===== config.mk =====
export PLATFORM = sky130hd
export DESIGN_NAME = irq_vec_ctrl
export DESIGN_NICKNAME = d
export VERILOG_FILES = /design/src/rtl/irq_pkg.sv /design/src/rtl/irq_pin_sense.sv /design/src/rtl/irq_flag_bank.sv /design/src/rtl/irq_prio.sv /design/src/rtl/irq_vec_ctrl.sv
export SDC_FILE = /design/constraint.sdc
export NUM_CORES = 1
export LEC_CHECK = 0
export BUFFER_PORTS_ARGS = -buffer_cell sky130_fd_sc_hd__buf_2
export CORE_UTILIZATION = 47
export CTS_BUF_LIST = sky130_fd_sc_hd__clkbuf_2
export DETAILED_ROUTE_END_ITERATION = 8
export HOLD_SLACK_MARGIN = 0.05
export PLACE_DENSITY = 0.77
export RECOVER_POWER = 50
export SETUP_SLACK_MARGIN = 0.5
export SYNTH_ARGS = -nofsm -noshare
export SYNTH_HDL_FRONTEND = slang
export SYNTH_SLANG_ARGS = --single-unit
export TNS_END_PERCENT = 50

===== constraint.sdc =====
create_clock -name clk_i -period 3.9 [get_ports clk_i]
set_clock_uncertainty 0.1 [all_clocks]
set_input_delay 0.195 -clock clk_i [delete_from_list [all_inputs] [get_ports clk_i]]
set_output_delay 0.195 -clock clk_i [all_outputs]
set_load 0.02 [all_outputs]

===== src/rtl/irq_pkg.sv =====
package irq_pkg;
  localparam int REG_W = 8;

  typedef enum logic [1:0] {
    SNS_LOW  = 2'b00,
    SNS_ANY  = 2'b01,
    SNS_FALL = 2'b10,
    SNS_RISE = 2'b11
  } sense_e;

  typedef enum logic [1:0] {
    SEL_MASK  = 2'd0,
    SEL_FLAG  = 2'd1,
    SEL_SENSE = 2'd2,
    SEL_GIE   = 2'd3
  } reg_sel_e;
endpackage


===== src/rtl/irq_pin_sense.sv =====
module irq_pin_sense
  import irq_pkg::*;
#(
  parameter logic RST_VAL = 1'b1
) (
  input  logic   clk_i,
  input  logic   rst_ni,
  input  logic   pin_i,
  input  sense_e mode_i,
  output logic   edge_o,
  output logic   low_o
);
  logic [1:0] sync_q;
  logic       prev_q;
  logic       pin_s, rise, fall;

  always_ff @(posedge clk_i or negedge rst_ni) begin
    if (!rst_ni) begin
      sync_q <= {2{RST_VAL}};
      prev_q <= RST_VAL;
    end else begin
      sync_q <= {sync_q[0], pin_i};
      prev_q <= sync_q[1];
    end
  end

  assign pin_s = sync_q[1];
  assign rise  = pin_s & ~prev_q;
  assign fall  = ~pin_s & prev_q;
  assign low_o = ~pin_s;

  always_comb begin
    unique case (mode_i)
      SNS_ANY:  edge_o = rise | fall;
      SNS_FALL: edge_o = fall;
      SNS_RISE: edge_o = rise;
      default:  edge_o = 1'b0;
    endcase
  end
endmodule


===== src/rtl/irq_flag_bank.sv =====
module irq_flag_bank #(
  parameter int N = 4
) (
  input  logic         clk_i,
  input  logic         rst_ni,
  input  logic [N-1:0] set_i,
  input  logic [N-1:0] clr_i,
  output logic [N-1:0] flag_o
);
  for (genvar i = 0; i < N; i++) begin : g_flag
    logic q;
    always_ff @(posedge clk_i or negedge rst_ni) begin
      if (!rst_ni)       q <= 1'b0;
      else if (set_i[i]) q <= 1'b1;  // set beats clear
      else if (clr_i[i]) q <= 1'b0;
    end
    assign flag_o[i] = q;
  end
endmodule


===== src/rtl/irq_prio.sv =====
module irq_prio #(
  parameter int N     = 4,
  parameter int VEC_W = 3
) (
  input  logic [N-1:0]     req_i,
  output logic             any_o,
  output logic [VEC_W-1:0] vec_o
);
  always_comb begin
    vec_o = '0;
    for (int i = N - 1; i >= 0; i--) begin
      if (req_i[i]) vec_o = VEC_W'(i + 1);
    end
  end
  assign any_o = |req_i;
endmodule


===== src/rtl/irq_vec_ctrl.sv =====
module irq_vec_ctrl
  import irq_pkg::*;
#(
  parameter  int   EVT_N    = 3,
  parameter  logic PIN_IDLE = 1'b1,
  localparam int   NUM_SRC  = EVT_N + 1,
  localparam int   VEC_W    = $clog2(NUM_SRC + 1)
) (
  input  logic             clk_i,
  input  logic             rst_ni,
  input  logic             ext_pin_i,
  input  logic [EVT_N-1:0] evt_i,
  input  logic [1:0]       reg_sel_i,
  input  logic             reg_we_i,
  input  logic [7:0]       reg_wdata_i,
  output logic [7:0]       reg_rdata_o,
  input  logic             irq_ack_i,
  input  logic             reti_i,
  output logic             irq_req_o,
  output logic [VEC_W-1:0] irq_vec_o
);
  localparam int PAD_W = REG_W - NUM_SRC;

  logic [NUM_SRC-1:0] mask_q, flag_q, pend, cand, set_v, clr_v, ack_clr;
  sense_e             sense_q;
  logic               gie_q;
  logic               ext_edge, ext_low, any_c, take;
  logic [VEC_W-1:0]   win_vec;
  reg_sel_e           sel;

  assign sel = reg_sel_e'(reg_sel_i);

  irq_pin_sense #(.RST_VAL(PIN_IDLE)) u_sense (
    .clk_i  (clk_i),
    .rst_ni (rst_ni),
    .pin_i  (ext_pin_i),
    .mode_i (sense_q),
    .edge_o (ext_edge),
    .low_o  (ext_low)
  );

  assign set_v = {evt_i, ext_edge};
  assign take  = irq_ack_i & irq_req_o;

  for (genvar i = 0; i < NUM_SRC; i++) begin : g_ack
    assign ack_clr[i] = take & (win_vec == VEC_W'(i + 1));
  end

  assign clr_v = ack_clr |
                 ((reg_we_i && sel == SEL_FLAG) ? reg_wdata_i[NUM_SRC-1:0] : '0);

  irq_flag_bank #(.N(NUM_SRC)) u_flags (
    .clk_i  (clk_i),
    .rst_ni (rst_ni),
    .set_i  (set_v),
    .clr_i  (clr_v),
    .flag_o (flag_q)
  );

  assign pend = {flag_q[NUM_SRC-1:1], (sense_q == SNS_LOW) ? ext_low : flag_q[0]};
  assign cand = pend & mask_q;

  irq_prio #(.N(NUM_SRC), .VEC_W(VEC_W)) u_prio (
    .req_i (cand),
    .any_o (any_c),
    .vec_o (win_vec)
  );

  assign irq_req_o = gie_q & any_c;
  assign irq_vec_o = irq_req_o ? win_vec : '0;

  always_ff @(posedge clk_i or negedge rst_ni) begin
    if (!rst_ni) begin
      mask_q  <= '0;
      sense_q <= SNS_LOW;
      gie_q   <= 1'b0;
    end else begin
      if (reg_we_i && sel == SEL_MASK)  mask_q  <= reg_wdata_i[NUM_SRC-1:0];
      if (reg_we_i && sel == SEL_SENSE) sense_q <= sense_e'(reg_wdata_i[1:0]);
      if (take)                          gie_q <= 1'b0;
      else if (reti_i)                   gie_q <= 1'b1;
      else if (reg_we_i && sel == SEL_GIE) gie_q <= reg_wdata_i[0];
    end
  end

  always_comb begin
    unique case (sel)
      SEL_MASK:  reg_rdata_o = {{PAD_W{1'b0}}, mask_q};
      SEL_FLAG:  reg_rdata_o = {{PAD_W{1'b0}}, flag_q};
      SEL_SENSE: reg_rdata_o = {6'b0, sense_q};
      default:   reg_rdata_o = {7'b0, gie_q};
    endcase
  end
endmodule


=== After elaboration in Yosys (flattened, before gate mapping) ===
Index checks and enable logic that the tools add are counted.

* Bits in registers: 14
* Bits in latches: 0
* Bits in writable memories: 0
* Bits in read-only memories: 0
* Bits of input ports: 19
* Output and inout port bits: 12
* Logic and storage cells: 64
* Memories kept: 0

* $add $sub $neg: 0
* $mul: 0
* Divide/modulo/power cells: 0
* Magnitude comparators: 0
* Equal/unequal tests: 10
* Shifts and indexed selects: 0
* Mux-type cells: 20
* Bitwise logic cells: 13
* Reduce and logical (&&, ||, !) cells: 12

{| class="wikitable"
|+ Operator list
! operator !! number
|-
| two-way mux 3 bit || 5
|-
| two-way mux 1 bit || 12
|-
| case mux 4 bit (3 select lines) || 1
|-
| bitwise AND 1 bit || 8
|-
| == test 2 bit, second input constant || 4
|-
| nonzero test 2 bit || 4
|-
| == test 3 x 2 -> 1 bit, second input constant || 2
|-
| bitwise AND 4 bit || 1
|-
| == test 2 x 1 -> 1 bit, second input constant || 2
|-
| logical AND 1 bit || 4
|-
| logical NOT 2 bit || 2
|-
| two-way mux 4 bit || 1
|-
| OR 4 bit || 1
|-
| OR reduction 4 bit || 1
|-
| == test 3 x 1 -> 1 bit, second input constant || 1
|-
| == test 3 bit, second input constant || 1
|-
| case mux 1 bit (3 select lines) || 1
|-
| nonzero test 3 bit || 1
|-
| inverter 1 bit || 2
|-
| OR 1 bit || 1
|}

=== Longest topological paths before layout ===
* Word-level depth: 12
* Mapped depth: 5
* Depth with buffers taken out: 5

=== Hierarchy ===
A second synthesis with hierarchy kept.

* Cell total of the unflattened synthesis: 88
* Area total of the unflattened synthesis: 927.1 um2

{| class="wikitable"
|+ Modules (own cells, without submodules)
! module !! instances !! cells each !! area each (um2) !! sequential area each (um2)
|-
| irq_vec_ctrl || 1 || 54 || 568.0 || 175.2
|-
| irq_flag_bank || 1 || 16 || 175.2 || 100.1
|-
| irq_pin_sense || 1 || 11 || 141.4 || 78.8
|-
| irq_prio || 1 || 7 || 42.5 || 0.0
|}

=== Worst setup path after synthesis ===
OpenSTA, ideal clock, no wires.

* Path kind: register -> output
* From: register sense_q[1]
* To: output irq_vec_o[0]
* Arrival time: 1.357 ns
* Required time: 3.605 ns
* Slack: 2.248 ns
* Stages on the path, launching flop included: 4
* Buffers on the path: 0
* Cell sequence: dfrtp_1 > o21bai_1 > o311ai_4 > a21boi_0

* Cells in the longest elaborated chain, start to end: 6
* Elaborated cells between the ends (all ways): 7
* Those cells by class: 3 x mux; 2 x bitwise; 2 x reduce/logical

{| class="wikitable"
|+ RTL lines
! element !! RTL line !! RTL
|-
| start, declared || irq_vec_ctrl.sv:25 || <nowiki>sense_e sense_q;</nowiki>
|-
| start signal, assigned || irq_vec_ctrl.sv:79 || <nowiki>if (reg_we_i && sel == SEL_SENSE) sense_q <= sense_e'(reg_wdata_i[1:0]);</nowiki>
|-
| logical NOT 2 bit (*) || irq_vec_ctrl.sv:60 || <nowiki>assign pend = {flag_q[NUM_SRC-1:1], (sense_q == SNS_LOW) ? ext_low : flag_q[0]};</nowiki>
|-
| two-way mux 1 bit (*) || irq_vec_ctrl.sv:60 ||
|-
| bitwise AND 4 bit (*) || irq_vec_ctrl.sv:61 || <nowiki>assign cand = pend & mask_q;</nowiki>
|-
| OR reduction 4 bit || irq_prio.sv:15 || <nowiki>assign any_o = |req_i;</nowiki>
|-
| bitwise AND 1 bit || irq_vec_ctrl.sv:69 || <nowiki>assign irq_req_o = gie_q & any_c;</nowiki>
|-
| two-way mux 3 bit (*) || irq_vec_ctrl.sv:70 || <nowiki>assign irq_vec_o = irq_req_o ? win_vec : '0;</nowiki>
|-
| end, declared || irq_vec_ctrl.sv:20 || <nowiki>output logic [VEC_W-1:0] irq_vec_o</nowiki>
|}

Mark *: on every way between the ends. The rest lies on a longest branch, timed or not.

=== Worst setup path after layout ===
* From: register u_sense.sync_q[1]
* To: output irq_req_o

* Cells in the longest elaborated chain, start to end: 5

{| class="wikitable"
|+ RTL lines
! element !! RTL line !! RTL
|-
| start, declared || irq_pin_sense.sv:13 || <nowiki>logic [1:0] sync_q;</nowiki>
|-
| start signal, assigned || irq_pin_sense.sv:19 || <nowiki>sync_q <= {2{RST_VAL}};</nowiki>
|-
| start signal, assigned || irq_pin_sense.sv:22 || <nowiki>sync_q <= {sync_q[0], pin_i};</nowiki>
|-
| inverter 1 bit || irq_pin_sense.sv:30 || <nowiki>assign low_o = ~pin_s;</nowiki>
|-
| two-way mux 1 bit || irq_vec_ctrl.sv:60 ||
|-
| bitwise AND 4 bit || irq_vec_ctrl.sv:61 ||
|-
| OR reduction 4 bit || irq_prio.sv:15 ||
|-
| bitwise AND 1 bit || irq_vec_ctrl.sv:69 ||
|-
| end, declared || irq_vec_ctrl.sv:19 || <nowiki>output logic irq_req_o,</nowiki>
|}

No other way between the ends.

==> results.md <==
* Most common cell after layout, fill and taps aside: buf_2
* Synth Cell Area at 817 µm²
* Setup crit start kind: flop
* RSZ-0062 raised after global routing: false
* Seq/Total Area, Yosys at 43.3%
* Critical path cell sequence: inv_1, o311ai_4, nand3_1, and2_1, buf_2
* Slew HR at 49.2%
* Grt met1 use at 23.7%
* Sequential power share at 46.6%
* Number of remaining DRC errors at 3
* Complex-gate fraction of the synthesized area at 12.3%
* First-pass detailed-route iteration total at 6
* Root Buffer: clkbuf_2
* Final min period at 2100 ps
* Vias per inst at 5.34
* WHS Path Cells at 3
* FMAX at 476 MHz
* Met3 Resource Use GR at 3.75%
* HP Class: in2reg
* Initial Util at 52.4%
* Setup_tns at 0 ps
* Die Span X at 43.7 µm
* Clk buf depth at 2
* Placement Cell Area at 923 µm²
* Rows at 14
* Critical-path top delay cell: dfstp_1
* Hold Violations, Final at 0
* Slowest stage delay, CP at 580 ps
* P_int at 0.272 mW
* Port Buffers at 22
* WP depth at 5
* Top_reg_cell synth: dfrtp_1
* Clk_lat worst skew at 270 ps
* Yosys reg bits at 14
* Crit share post-route at 53.9%
* Worst path required time at 3610 ps
* Pwr dens at 432 mW/mm²
* Status: complete, but fails checks
* Clock Sink Count at 14
* Design area at 0.00101 mm²
* Core ar. at 0.00156 mm²
* First-pass GRT wire length at 2530 µm
* Post-CTS Hold Buffers at 5
* H-tree depth at 1
* Routed Antenna Nets at 0
* Post-cts sizing count at 0
* CP endpoint kind: output pin
* FF-to-FF End: u_flags.g_flag[1].q$_DFFE_PN0P_
* Cells after Synth at 76
* Pin count of the biggest net entering global routing at 15
* Mux cell area share after synthesis at 17.5%
* Clock transition at the registers of the reported paths at 130 ps
* Global routing's busiest layer: met2
* Crit Path Class: reg2out
* Top Ports at 31
* Gr usage total at 18.4%
* Failing checks: design-rule violations
* Maximum VDD drop at 306 µV
* Worst reg2reg path depth at 4
* Commonest cells after routing, fill and taps aside: buf_2 (21), nand2_1 (11), dfrtp_1 (11)
* Total Die Area at 0.00191 mm²
* Worst r2r src: u_sense.sync_q[1]$_DFF_PN1_
* Final Max Slew Viols at 0
* Final Wtd Congestion at 0.741
* Asr flop ratio synth at 100%
* Layout cell share with drive strength beyond 1 at 35.5%
* CP Max Fanout at 8
* DP HPWL at 1190 µm
* Synthesized-area fraction occupied by and/or/nand/nor cells at 18.2%
* Worst path top cell family by delay: flip-flops
* Tot Pwr at 0.436 mW
* Clock buffer count from CTS at 3
* Combinational share of power at 37.9%
* Total Wirelength at 1630 µm
* Met2 usage at 30.1%
* Endpoints failing setup at 0
* Nets@finish at 129
* Net switching power at 0.165 mW
* Die H at 43.7 µm
* Buf/Inv on CP at 2
* Leakage at 0.465 nW
* Ys Warns at 0
* Grt total ovfl at 0
* Max-Cap Viols at 0
* Worst Hold Launch: reti_i
* R2R Setup Slk at 2280 ps
* EDFF count, synth at 0
* Endpoint of the worst hold path: gie_q$_DFFE_PN0P_
* Clock Power Share at 15.6%
* Worst-Margin Slew at 761 ps
* CTS tree: built
* Sw Ratio at 37.8%
* Netlist cell types at 28
* Ant. Diodes at 0
* Vias in the first global route at 584
* Area Overhead vs Synth at 23.7%
* Critical Path AT at 1810 ps
* Iter 0 DRT Violations at 15
* Routed via count at 657
* Adder-Cell Fraction of Synth Area at 3.06%
* Syn Area/Cell at 10.8 µm²
* WL/cell at 13.2 µm
* Initial antenna violation count at 0
* Largest family of logic cells by synthesized area: simple AND/OR/NAND/NOR gates
* Post CTS Setup Buffer Count at 0
* Xor/xnor share of the synthesized area at 0%
## power groups by stage
stage	logic [mW]	clock network [mW]	registers, mW
after global routing	0.178	0.0794	0.207
after CTS	0.164	0.0701	0.203
final	0.165	0.0679	0.203
after detailed placement	0.160	0	0.206
after global placement	0.157	0	0.204
after floorplan	0.122	0	0.197
## synth_stat cells, drive strengths merged (3+ instances only)
master / count / share of area, %
dfstp: 3 / 9.6
a31o: 3 / 3.2
dfrtp: 11 / 34
buf: 5 / 4.3
mux2i: 3 / 3.7
mux2: 8 / 11
nand3: 5 / 3.1
nor2: 5 / 2.3
nand2: 11 / 5.1
## logic make-up (layout without fill, tap and decap cells)
| logic type | count (synthesis) | count (layout) |
|---|---|---|
| AO/OA/AOI/OAI | 11 | 11 |
| adder cells (fa/ha/maj) | 2 | 2 |
| buffers and inverters | 7 | 35 |
| flip-flops | 14 | 14 |
| multiplexers | 12 | 12 |
| other | 1 | 4 |
| AND/OR/NAND/NOR | 29 | 29 |
## metal layers
layer  up-vias  share of wire [%]
li1        327                  -
met4         0               0.55
met2        23                 50
met3         2                5.8
met5         -                  0
met1       305                 44
## flip-flops by register name, summed over array words and instances (netlist names)
signal            count
u_flags.g_flag.q      4
u_sense.prev_q        1
mask_q                4
gie_q                 1
u_sense.sync_q        2
sense_q               2
## cell type report
type | count | area (µm²)
clock buffer | 3 | 15.0
multi-input combinational | 58 | 432
fill | 138 | 548
inverter | 2 | 7.51
tap | 16 | 20.0
clock inverter | 1 | 3.75
timing repair buffer | 29 | 179
sequential | 14 | 354
## worst max-delay path by stage
stage | start | to | slack (ps)
4_1_cts | u_sense.sync_q[1]$_DFF_PN1_ | irq_req_o | 1840
3_5_place_dp | u_sense.sync_q[1]$_DFF_PN1_ | irq_req_o | 2150
2_1_floorplan | sense_q[1]$_DFFE_PN0P_ | irq_vec_o[0] | 2250
3_3_place_gp | u_sense.sync_q[1]$_DFF_PN1_ | irq_req_o | 2180
5_1_grt | u_sense.sync_q[1]$_DFF_PN1_ | irq_req_o | 1680
6_report | u_sense.sync_q[1]$_DFF_PN1_ | irq_req_o | 1800
## per-stage QoR
step | utilization, % | hold WS (ps) | cells | setup slack (ps)
after CTS | 63.6 | 52.7 | 121 | 1840
final | 64.8 | 69.8 | 123 | 1800
after floorplan | - | -201 | 79 | 2250
after detailed placement | 59.2 | 5.21 | 112 | 2150
after global routing | 64.8 | 54.6 | 123 | 1680
after global placement | 59.2 | 4.93 | 112 | 2180
## worst min-delay path: cells and delay by family
| family | cells | cell delay [ps] |
|---|---|---|
| compound gates | 1 | 100 |
| buf+inv | 1 | 70 |
| simple gates | 1 | 30 |
No activity file was read; power rests on OpenSTA's default activity.
